**config.mk**
```make
export PLATFORM = sky130hd
export DESIGN_NAME = nand_strobe_seq
export DESIGN_NICKNAME = d
export VERILOG_FILES = /design/src/rtl/nss_pkg.sv /design/src/rtl/nss_sync.sv /design/src/rtl/nss_timing_shadow.sv /design/src/rtl/nss_slot_plan.sv /design/src/rtl/nss_seq.sv /design/src/rtl/nand_strobe_seq.sv
export SDC_FILE = /design/constraint.sdc
export NUM_CORES = 1
export LEC_CHECK = 0
export ABC_CLOCK_PERIOD_IN_PS = 21100
export CAP_MARGIN = 15
export CELL_PAD_IN_SITES_DETAIL_PLACEMENT = 2
export CELL_PAD_IN_SITES_GLOBAL_PLACEMENT = 2
export CORE_ASPECT_RATIO = 0.9
export CORE_UTILIZATION = 42
export DETAILED_ROUTE_END_ITERATION = 16
export DONT_BUFFER_PORTS = 1
export PLACE_DENSITY = 0.9
export SYNTH_ARGS = -nofsm -noshare
export SYNTH_HDL_FRONTEND = slang
export SYNTH_SLANG_ARGS = --single-unit
```
**constraint.sdc**
```tcl
create_clock -name clk -period 21.1 [get_ports clk]
set_input_delay 4.22 -clock clk [delete_from_list [all_inputs] [get_ports clk]]
set_output_delay 4.22 -clock clk [all_outputs]
set_load 0.1 [all_outputs]
```
**src/rtl/nss_pkg.sv**
```systemverilog
package nss_pkg;
  localparam int KIND_W = 3;
  localparam int NSLOT  = 4;

  localparam logic [KIND_W-1:0] KD_CMD   = 3'd0;
  localparam logic [KIND_W-1:0] KD_ADDR  = 3'd1;
  localparam logic [KIND_W-1:0] KD_WRITE = 3'd2;
  localparam logic [KIND_W-1:0] KD_READ  = 3'd3;
  localparam logic [KIND_W-1:0] KD_WAIT  = 3'd4;

  typedef enum logic [2:0] {
    PH_IDLE, PH_S0, PH_S1, PH_S2, PH_S3, PH_WAIT, PH_DONE
  } phase_t;

  function automatic logic strobe_kind(input logic [KIND_W-1:0] k);
    return k <= KD_READ;
  endfunction

  function automatic logic write_kind(input logic [KIND_W-1:0] k);
    return k <= KD_WRITE;
  endfunction

  function automatic phase_t slot_ph(input int k);
    case (k)
      0:       return PH_S0;
      1:       return PH_S1;
      2:       return PH_S2;
      default: return PH_S3;
    endcase
  endfunction
endpackage

```
**src/rtl/nss_sync.sv**
```systemverilog
module nss_sync #(
  parameter int STAGES = 2
) (
  input  logic clk,
  input  logic rst_n,
  input  logic d,
  output logic q
);
  logic [STAGES-1:0] sh_q;

  always_ff @(posedge clk or negedge rst_n) begin
    if (!rst_n) sh_q <= '0;
    else        sh_q <= {sh_q[STAGES-2:0], d};
  end

  assign q = sh_q[STAGES-1];
endmodule

```
**src/rtl/nss_timing_shadow.sv**
```systemverilog
module nss_timing_shadow
  import nss_pkg::*;
#(
  parameter int TICK_W = 8,
  parameter int TO_W   = 16,
  localparam int REG_W = NSLOT * TICK_W
) (
  input  logic              clk,
  input  logic              rst_n,
  input  logic              load,
  input  logic [REG_W-1:0]  ta_in,
  input  logic [REG_W-1:0]  tb_in,
  input  logic [TO_W-1:0]   lim_in,
  output logic [TICK_W-1:0] fld_a [NSLOT],
  output logic [TICK_W-1:0] fld_b [NSLOT],
  output logic [TO_W-1:0]   lim_out
);
  logic [REG_W-1:0] ta_q, tb_q, ta_eff, tb_eff;
  logic [TO_W-1:0]  lim_q;

  always_ff @(posedge clk or negedge rst_n) begin
    if (!rst_n) begin
      ta_q  <= '0;
      tb_q  <= '0;
      lim_q <= '0;
    end else if (load) begin
      ta_q  <= ta_in;
      tb_q  <= tb_in;
      lim_q <= lim_in;
    end
  end

  // On the accepting edge the live words steer the first decision.
  assign ta_eff  = load ? ta_in  : ta_q;
  assign tb_eff  = load ? tb_in  : tb_q;
  assign lim_out = load ? lim_in : lim_q;

  // Field 0 sits in the top byte.
  for (genvar i = 0; i < NSLOT; i++) begin : g_fld
    assign fld_a[i] = ta_eff[(NSLOT-i)*TICK_W-1 -: TICK_W];
    assign fld_b[i] = tb_eff[(NSLOT-i)*TICK_W-1 -: TICK_W];
  end
endmodule

```
**src/rtl/nss_slot_plan.sv**
```systemverilog
module nss_slot_plan
  import nss_pkg::*;
#(
  parameter int TICK_W = 8,
  localparam int LEN_W = TICK_W + 1
) (
  input  logic [KIND_W-1:0] kind,
  input  logic [TICK_W-1:0] fld_a [NSLOT],
  input  logic [TICK_W-1:0] fld_b [NSLOT],
  output logic [LEN_W-1:0]  lens  [NSLOT],
  output logic [TICK_W-1:0] samp_idx
);
  logic [LEN_W-1:0] ce_set, wr_busy, wr_cyc, wr_low;
  logic [LEN_W-1:0] rd_acc, rd_hold, rd_low, rd_turn;
  logic [LEN_W-1:0] wr_high, rd_low_eff, acc_p1;

  assign ce_set  = {1'b0, fld_a[0]};
  assign wr_busy = {1'b0, fld_a[1]};
  assign wr_cyc  = {1'b0, fld_a[2]};
  assign wr_low  = {1'b0, fld_a[3]};
  assign rd_acc  = {1'b0, fld_b[0]};
  assign rd_hold = {1'b0, fld_b[1]};
  assign rd_low  = {1'b0, fld_b[2]};
  assign rd_turn = {1'b0, fld_b[3]};

  assign wr_high    = (wr_cyc > wr_low) ? (wr_cyc - wr_low) : '0;
  assign acc_p1     = rd_acc + LEN_W'(1);
  assign rd_low_eff = (rd_low > acc_p1) ? rd_low : acc_p1;
  assign samp_idx   = fld_b[0];

  always_comb begin
    lens[0] = ce_set;
    if (kind == KD_READ) begin
      lens[1] = rd_low_eff;
      lens[2] = rd_hold;
      lens[3] = rd_turn;
    end else begin
      lens[1] = wr_low;
      lens[2] = wr_high;
      lens[3] = wr_busy;
    end
  end
endmodule

```
**src/rtl/nss_seq.sv**
```systemverilog
module nss_seq
  import nss_pkg::*;
#(
  parameter int LEN_W = 9,
  parameter int TO_W  = 16
) (
  input  logic              clk,
  input  logic              rst_n,
  input  logic              start,
  input  logic [KIND_W-1:0] kind,
  input  logic [LEN_W-1:0]  lens [NSLOT],
  input  logic              rb_ok,
  input  logic [TO_W-1:0]   lim,
  output phase_t            ph,
  output logic [LEN_W-1:0]  cnt,
  output logic              tmo_evt
);
  phase_t           ph_q, next_ph;
  phase_t           from_slot [NSLOT+1];
  logic [LEN_W-1:0] cnt_q, cur_len;
  logic [TO_W-1:0]  wcnt_q;

  // First non-empty slot at or after each index.
  always_comb begin
    for (int s = 0; s <= NSLOT; s++) begin
      from_slot[s] = PH_DONE;
      for (int k = NSLOT-1; k >= 0; k--)
        if (k >= s && lens[k] != '0) from_slot[s] = slot_ph(k);
    end
  end

  always_comb begin
    cur_len = lens[0];
    next_ph = PH_DONE;
    case (ph_q)
      PH_S0: begin cur_len = lens[0]; next_ph = from_slot[1]; end
      PH_S1: begin cur_len = lens[1]; next_ph = from_slot[2]; end
      PH_S2: begin cur_len = lens[2]; next_ph = from_slot[3]; end
      PH_S3: begin cur_len = lens[3]; next_ph = from_slot[4]; end
      default: ;
    endcase
  end

  assign tmo_evt = (ph_q == PH_WAIT) && !rb_ok && (wcnt_q == lim);

  always_ff @(posedge clk or negedge rst_n) begin
    if (!rst_n) begin
      ph_q   <= PH_IDLE;
      cnt_q  <= '0;
      wcnt_q <= '0;
    end else begin
      case (ph_q)
        PH_IDLE: if (start) begin
          cnt_q  <= '0;
          wcnt_q <= '0;
          if (strobe_kind(kind))  ph_q <= from_slot[0];
          else if (kind == KD_WAIT) ph_q <= PH_WAIT;
          else                    ph_q <= PH_DONE;
        end
        PH_WAIT: begin
          if (rb_ok || wcnt_q == lim) ph_q <= PH_DONE;
          else                        wcnt_q <= wcnt_q + 1'b1;
        end
        PH_DONE: ph_q <= PH_IDLE;
        default: begin
          if (cnt_q == cur_len - 1'b1) begin
            cnt_q <= '0;
            ph_q  <= next_ph;
          end else begin
            cnt_q <= cnt_q + 1'b1;
          end
        end
      endcase
    end
  end

  assign ph  = ph_q;
  assign cnt = cnt_q;
endmodule

```
**src/rtl/nand_strobe_seq.sv**
```systemverilog
module nand_strobe_seq
  import nss_pkg::*;
#(
  parameter int TICK_W    = 8,
  parameter int DATA_W    = 8,
  parameter int TO_W      = 16,
  parameter int RB_STAGES = 2,
  localparam int REG_W    = NSLOT * TICK_W,
  localparam int LEN_W    = TICK_W + 1
) (
  input  logic              clk,
  input  logic              rst_n,
  input  logic [REG_W-1:0]  timing_a,
  input  logic [REG_W-1:0]  timing_b,
  input  logic [TO_W-1:0]   timeout_limit,
  input  logic              req_valid,
  output logic              req_ready,
  input  logic [KIND_W-1:0] req_kind,
  input  logic [DATA_W-1:0] req_byte,
  output logic              rsp_valid,
  output logic [DATA_W-1:0] rsp_byte,
  output logic              err_timeout,
  input  logic              err_clear,
  output logic              nand_ce_n,
  output logic              nand_cle,
  output logic              nand_ale,
  output logic              nand_we_n,
  output logic              nand_re_n,
  output logic [DATA_W-1:0] nand_dq_out,
  output logic              nand_dq_oe,
  input  logic [DATA_W-1:0] nand_dq_in,
  input  logic              nand_rb
);
  logic              accept, rb_ok, tmo_evt, in_slot, samp_now;
  logic [KIND_W-1:0] kind_q, kind_eff;
  logic [DATA_W-1:0] byte_q, rd_q;
  logic              err_q;
  logic [TICK_W-1:0] fld_a [NSLOT];
  logic [TICK_W-1:0] fld_b [NSLOT];
  logic [LEN_W-1:0]  slot_len [NSLOT];
  logic [TICK_W-1:0] samp_idx;
  logic [TO_W-1:0]   lim;
  logic [LEN_W-1:0]  cnt;
  phase_t            ph;

  assign req_ready = (ph == PH_IDLE);
  assign accept    = req_valid && req_ready;
  assign kind_eff  = accept ? req_kind : kind_q;

  nss_timing_shadow #(.TICK_W(TICK_W), .TO_W(TO_W)) u_shadow (
    .clk(clk), .rst_n(rst_n), .load(accept),
    .ta_in(timing_a), .tb_in(timing_b), .lim_in(timeout_limit),
    .fld_a(fld_a), .fld_b(fld_b), .lim_out(lim)
  );

  nss_slot_plan #(.TICK_W(TICK_W)) u_plan (
    .kind(kind_eff), .fld_a(fld_a), .fld_b(fld_b),
    .lens(slot_len), .samp_idx(samp_idx)
  );

  nss_sync #(.STAGES(RB_STAGES)) u_rb_sync (
    .clk(clk), .rst_n(rst_n), .d(nand_rb), .q(rb_ok)
  );

  nss_seq #(.LEN_W(LEN_W), .TO_W(TO_W)) u_seq (
    .clk(clk), .rst_n(rst_n), .start(accept), .kind(kind_eff),
    .lens(slot_len), .rb_ok(rb_ok), .lim(lim),
    .ph(ph), .cnt(cnt), .tmo_evt(tmo_evt)
  );

  assign samp_now = (ph == PH_S1) && (kind_q == KD_READ) && (cnt == {1'b0, samp_idx});

  always_ff @(posedge clk or negedge rst_n) begin
    if (!rst_n) begin
      kind_q <= '0;
      byte_q <= '0;
      rd_q   <= '0;
      err_q  <= 1'b0;
    end else begin
      if (accept) begin
        kind_q <= req_kind;
        byte_q <= req_byte;
      end
      if (samp_now) rd_q <= nand_dq_in;
      if (tmo_evt)        err_q <= 1'b1;
      else if (err_clear) err_q <= 1'b0;
    end
  end

  assign in_slot     = (ph == PH_S0) || (ph == PH_S1) || (ph == PH_S2) || (ph == PH_S3);
  assign nand_ce_n   = !in_slot;
  assign nand_cle    = in_slot && (kind_q == KD_CMD);
  assign nand_ale    = in_slot && (kind_q == KD_ADDR);
  assign nand_we_n   = !((ph == PH_S1) && write_kind(kind_q));
  assign nand_re_n   = !((ph == PH_S1) && (kind_q == KD_READ));
  assign nand_dq_oe  = write_kind(kind_q) &&
                       ((ph == PH_S0) || (ph == PH_S1) || (ph == PH_S2));
  assign nand_dq_out = byte_q;

  assign rsp_valid   = (ph == PH_DONE);
  assign rsp_byte    = rd_q;
  assign err_timeout = err_q;
endmodule

```
==> results of run 1 <==
## how the worst min path moves through the flow
stage,from,endpoint,cells past startpoint
2_1_floorplan,u_rb_sync.sh_q[0],u_rb_sync.sh_q[1],0
3_3_place_gp,u_rb_sync.sh_q[0],u_rb_sync.sh_q[1],0
3_5_place_dp,u_rb_sync.sh_q[0],u_rb_sync.sh_q[1],0
4_1_cts,u_rb_sync.sh_q[0],u_rb_sync.sh_q[1],0
5_1_grt,u_rb_sync.sh_q[0],u_rb_sync.sh_q[1],0
6_report,u_rb_sync.sh_q[0],u_rb_sync.sh_q[1],0
## state kept, by name (all words and copies together), names as in the netlist, 3 cells and up
name / cells
nand_dq_out: 8
u_seq.wcnt_q: 16
kind_q: 3
rsp_byte: 8
u_seq.ph: 3
u_shadow.tb_q: 32
u_shadow.lim_q: 16
u_shadow.ta_q: 32
u_seq.cnt: 9
## synthesized netlist by cell type (15+ instances only)
library cell and instances:
nand2_1 238, dfrtp_1 130, nor2_1 51, inv_1 47, mux2i_1 38, a21oi_1 32
nand3_1 29, clkbuf_1 28, xor2_1 27, o21ai_0 23, ha_1 20, nor3_1 19
xnor2_1 19, nor4_1 18, nand4_1 16, mux2_2 15
## power by group through the flow
stage	Clock [mW]	Combinational, mW	Sequential (mW)
floorplan	0	0.766	0.440
global placement	0	0.971	0.459
detailed placement	0	1.04	0.469
CTS	0.312	1.09	0.472
global route	0.318	1.18	0.480
finish	0.307	1.11	0.473
## worst max-delay path, cell delays in order
cell,delay [ps]
nor4b_4,180
buf_4,520
nand2_1,130
and2_1,220
inv_1,130
ha_1,310
a21boi_0,220
o2bb2ai_1,150
ha_1,370
and3_1,240
or3b_2,480
o21a_1,170
and3_1,320
mux2_2,320
a21oi_1,590
nand3_2,240
or2_0,280
o22a_1,210
a2111oi_4,860
nor2_4,130
mux2_1,420
## cell type report
cell class | count | area, um^2
clock buffers | 17 | 425
clock inverters | 15 | 169
fillers | 1991 | 9680
inverters | 48 | 180
multi-input cells | 729 | 4550
flip-flops and latches | 130 | 3250
well taps | 245 | 307
repair buffers | 12 | 140
## kinds of logic (layout without fill, tap and decap cells)
kind of cell    Yosys count  in the layout
simple gates            453            453
compound gates          152            152
flops                   130            130
buf+inv                  90             92
mux                      57             57
xor+xnor                 46             46
fa+ha+maj                21             21
## layer usage
layer | vias to the layer above | share of wire | GRT usage | routed length (um)
li1 | 3304 | - | - | -
met1 | 3983 | 0.41 | 0.409 | 13300
met2 | 292 | 0.50 | 0.582 | 16300
met3 | 91 | 0.060 | 0.0789 | 1960
met4 | 0 | 0.039 | 0.163 | 1280
met5 | - | 0 | 0 | 0
==> impl_results.md, run 1 <==
* Outcome: complete, no violations
* Clock power frac at 0.162
* Largest net degree at the start of global routing at approximately 130
* CP endpoint kind: flip-flop
* # DRC at 0
* Worst r2r src: u_seq.ph[1]
* Async set-reset flop share out of synthesis at 1.00
* WP data arrival at roughly 11000 ps
* Tot GR Track Use at 0.343
* RSZ-0062 raised after global routing: no
* First-pass DRT Iterations at 5
* Setup violators final at 0
* Syn avg cell area at between 8 and 9 um^2
* Nets at between 1k and 1.5k
* Period utilization at 0.496
* Die area at 20000 um^2
* Skew final at approximately 12 ps
* Synth top area cells: dfrtp_1 (40%), nand2_1 (11%), mux2i_1 (4.7%)
* Worst slack, placed at 10070 ps
* R2R depth at 21
* Area Overhead vs Synth at 10.6%
* Compound-gate portion of the synthesized area at 0.134
* CTS tree: yes
* Hold Path Class: flip-flop to flip-flop
* Pleak at 4.29 nW
* Most frequent cells in the layout: nand2_1 (238), dfrtp_1 (130), nor2_1 (51)
* Port Buffers at 0
* Worst Slack Setup Final at 10640 ps
* 1st-iter DRT viols at 454
* Max-cap violations at 0
* Sequential area share after synthesis at 0.399
* Die height at between 100 and 150 um
* Placer Congestion at slightly below 0.9
* Worst Path Required at 21410 ps
* Syn Nets at 1074
* Final wirelength at 32.9 mm
* CTS Root Cell: clkbuf_16
* Post-synth EDFFs at 0
* Post-synthesis mux area share at 0.0750
* CP startpoint: req_valid
* Setup_tns at 0 ps
* Critical path class: input port to flip-flop
* Worst setup SP type: input port
* Final hold vios at 0
* Post-cts resize count at 0
* Crit path time final at 10460 ps
* R2R Path End: u_seq.ph[1]
* Crit path to: u_seq.ph[1]
* Die width at between 100 and 150 um
* YS warnings at 0
* Combinational family with the most area after synthesis: simple AND/OR/NAND/NOR gates
* Internal reg-to-reg setup slack at 13400 ps
* Area leader, netlist: dfrtp_1
* Initial antenna violation count at 0
* Post-CTS Hold Buffers at 0
* Commonest non-fill, non-tap cell in the layout: nand2_1
* Design area at 9020 um^2
* Fmax at 0.0956 GHz
* Post-synth top area share at 0.399
* Initial Util at 0.436
* Adder-Cell Fraction of Synth Area at 0.0331
* Worst-path maximum fanout at 51
* Simple-gate portion of the synthesized area at 0.263
* Post-CTS Setup Bufs at 0
* Switching Share at 0.539
* Final Util at 0.483
* Fin cells at 1196
* Register share of total power at 0.250
* TritonCTS sink count at 130
* CTS clock-pin slew for the worst setup and hold paths at ~70 ps
* Placed cells at around 1.2k
* DP Area at approximately 8400 um^2
* Mapped Area at 8160 um^2
* Cts bufs inserted at 17
* Max clock buf depth at 2
* # H-tree levels at 4
* Vias per cell at 6.41
* Sw Pwr at just over 1 mW
* Num rows at 47
* Core ar. at 18700 um^2
* Via count at 7670
* WL/cell at 27.5 um
* Comb power frac at 0.587
* P per Cell Area at 209 nW/um^2
* Total power at 1.89 mW
* Fraction of layout cells with a size suffix above 1 at 0.0862
* Vias in the first global route at 8602
* Final slew viol count at 0
* DP HPWL at 22.1 mm
* Remaining Overflow, GRT at 0
* Slew HR at 0.279
* Remaining antenna violation count at 0
* Hold slack at 358 ps
* Worst Tran Pin Value at ~1100 ps
* Main flop type after synthesis: dfrtp_1
* Io pins at about 130
* Distinct cells, synth at 83
* Clock Latency Late Sink at roughly 450 ps
* Ant. Diodes at 0
* Int Power at 871 uW
* Yosys reg bits at 130
* Gate Count Post-Synth at 949
* First-pass GRT wire length at 51.3 mm
* Worst VDD drop at 0.119 mV
* Synth Area in XOR/XNOR at 0.0494
No activity file was read; power rests on OpenSTA's default activity.
==> run 2: changes to the inputs <==
--- a/config.mk
+++ b/config.mk
@@ -5,15 +5,15 @@
 export SDC_FILE = /design/constraint.sdc
 export NUM_CORES = 1
 export LEC_CHECK = 0
-export ABC_CLOCK_PERIOD_IN_PS = 21100
+export ABC_CLOCK_PERIOD_IN_PS = 10900
 export CAP_MARGIN = 15
 export CELL_PAD_IN_SITES_DETAIL_PLACEMENT = 2
 export CELL_PAD_IN_SITES_GLOBAL_PLACEMENT = 2
 export CORE_ASPECT_RATIO = 0.9
-export CORE_UTILIZATION = 42
+export CORE_UTILIZATION = 39
 export DETAILED_ROUTE_END_ITERATION = 16
 export DONT_BUFFER_PORTS = 1
-export PLACE_DENSITY = 0.9
+export PLACE_DENSITY = 0.85
 export SYNTH_ARGS = -nofsm -noshare
 export SYNTH_HDL_FRONTEND = slang
 export SYNTH_SLANG_ARGS = --single-unit
==> constraint.sdc (replaced) <==
create_clock -name clk -period 10.9 [get_ports clk]
set_input_delay 2.18 -clock clk [delete_from_list [all_inputs] [get_ports clk]]
set_output_delay 2.18 -clock clk [all_outputs]
set_load 0.1 [all_outputs]
==> impl_results.md, run 2 (synthesis gave the netlist of run 1 again) <==
* Outcome: complete, no violations
* Fmax at ~0.12 GHz
* Final wirelength at around 31 mm
* Worst Tran Pin Value at 1030 ps
* Max clock buf depth at 2
* CP endpoint kind: flip-flop
* TritonCTS sink count at 130
* Nets at 1065
* Worst Slack Setup Final at 2610 ps
* WP data arrival at 8600 ps
* First-pass GRT wire length at 48.3 mm
* Ant. Diodes at 0
* Internal reg-to-reg setup slack at between 3000 and 4000 ps
* Clock Latency Late Sink at around 440 ps
* Tot GR Track Use at 0.298
* Hold Path Class: flip-flop to flip-flop
* Number of cells on the worst hold path at 0
* Die height at 139 um
* First-pass DRT Iterations at 5
* Die area at 21500 um^2
* P per Cell Area at around 400 nW/um^2
* Die width at 154 um
* Io pins at 129
* CTS tree: yes
* DP HPWL at 21.7 mm
* Max-cap violations at 0
* 1st-iter DRT viols at 456
* RSZ-0062 raised after global routing: no
* Skew final at 11.4 ps
* Hold path start: u_rb_sync.sh_q[0]
* Initial antenna violation count at 0
* Initial Util at 0.403
* Post-CTS Setup Bufs at 0
* Vias per cell at 6.15
* Remaining antenna violation count at 0
* Cts bufs inserted at 17
* Core ar. at 20200 um^2
* Placer Congestion at 0.914
* Via count at 7427
* Worst-path maximum fanout at 40
* Worst slack, placed at 2450 ps
* Commonest non-fill, non-tap cell in the layout: nand2_1
* Area Overhead vs Synth at 11.2%
* Setup_tns at 0 ps
* Period utilization at 0.760
* Num rows at 49
* Vias in the first global route at 8187
* # H-tree levels at 4
* Setup violators final at 0
* CTS clock-pin slew for the worst setup and hold paths at 60 ps
* Pleak at 4.30 nW
* Final slew viol count at 0
* Worst setup SP type: input port
* Crit path time final at 8290 ps
* Worst VDD drop at 0.224 mV
* WL/cell at 25.7 um
* Largest net degree at the start of global routing at between 100 and 150
* Fraction of layout cells with a size suffix above 1 at 0.0871
* Critical path class: input port to flip-flop
* Post-CTS Hold Buffers at 0
* R2R depth at 20
* Port Buffers at 0
* Worst Path Required at 11220 ps
* Slew HR at 0.293
* CTS Root Cell: clkbuf_16
* # DRC at 0
* Worst r2r src: u_seq.ph[1]
* WHS Endpoint: u_rb_sync.sh_q[1]
* Remaining Overflow, GRT at 0
* Most frequent cells in the layout: nand2_1 (238), dfrtp_1 (130), nor2_1 (51)
* R2R Path End: u_seq.cnt[8]
* Largest regs: u_shadow.ta_q: 32 flops, u_shadow.tb_q: 32 flops
* Final hold vios at 0
* Post-cts resize count at 0
## run 2: changes by cell type in the layout (fill, tap and decap cells not counted), sizes merged
cell / previous run / this run
clkinv: 3 / 2
buf: 9 / 11
bufinv: 1 / 2
## run 2: metal layers
metal / global-route usage / up-vias / share of wire
met1: 0.379 / 3817 / 0.43
met2: 0.497 / 242 / 0.49
li1: - / 3309 / -
met4: 0.121 / 0 / 0.029
met3: 0.0563 / 59 / 0.053
met5: 0 / - / 0
## run 2: stage by stage
step / cell area (um^2) / power (mW) / util / cells / hold WS, ps
floorplan: 8160 / 2.33 / - / 949 / 331
global placement: 8450 / 2.81 / 0.418 / 1175 / 336
detailed placement: 8450 / 2.91 / 0.418 / 1175 / 336
CTS: 9060 / 3.62 / 0.448 / 1207 / 364
global route: 9070 / 3.83 / 0.448 / 1208 / 380
finish: 9070 / 3.64 / 0.448 / 1208 / 363
## run 2: area by class of cell
| cell class | count | area, um^2 |
|---|---|---|
| fill | 2216 | 11200 |
| multi-input combinational | 729 | 4550 |
| sequential | 130 | 3250 |
| clock buffer | 17 | 425 |
| tap | 255 | 319 |
| clock inverter | 15 | 189 |
| inverter | 48 | 180 |
| timing repair buffer | 14 | 155 |
## run 2: worst max-delay path by stage
stage                   endpoint       from  slack [ps]
floorplan            u_seq.ph[2]  req_valid        2200
global placement     u_seq.ph[2]  req_valid        2770
detailed placement  u_seq.cnt[8]  req_valid        2450
CTS                 u_seq.cnt[6]  req_valid        2760
global route        u_seq.cnt[8]  req_valid        2340
finish              u_seq.cnt[8]  req_valid        2610
## run 2: power by group
part           internal, mW  leakage (nW)  switching (mW)  total, mW
combinational         0.711          2.35            1.41       2.12
sequential            0.658          1.65           0.253      0.911
clock                 0.349         0.296           0.266      0.614
total                  1.72          4.30            1.93       3.64
## run 2: critical path, stage by stage
cell and delay (ps):
or4b_4 690, nand2_1 150, and2_1 230, inv_1 120
ha_1 310, a21boi_0 160, o2bb2ai_1 320, ha_1 330
nand3_1 90, nand2_1 120, a2111oi_0 900, nor4_1 250
nor4b_1 640, nor2_1 260, nand4b_1 230, a32oi_1 250
a21oi_1 140, a2111oi_4 680, nor2_4 130, a221o_1 370
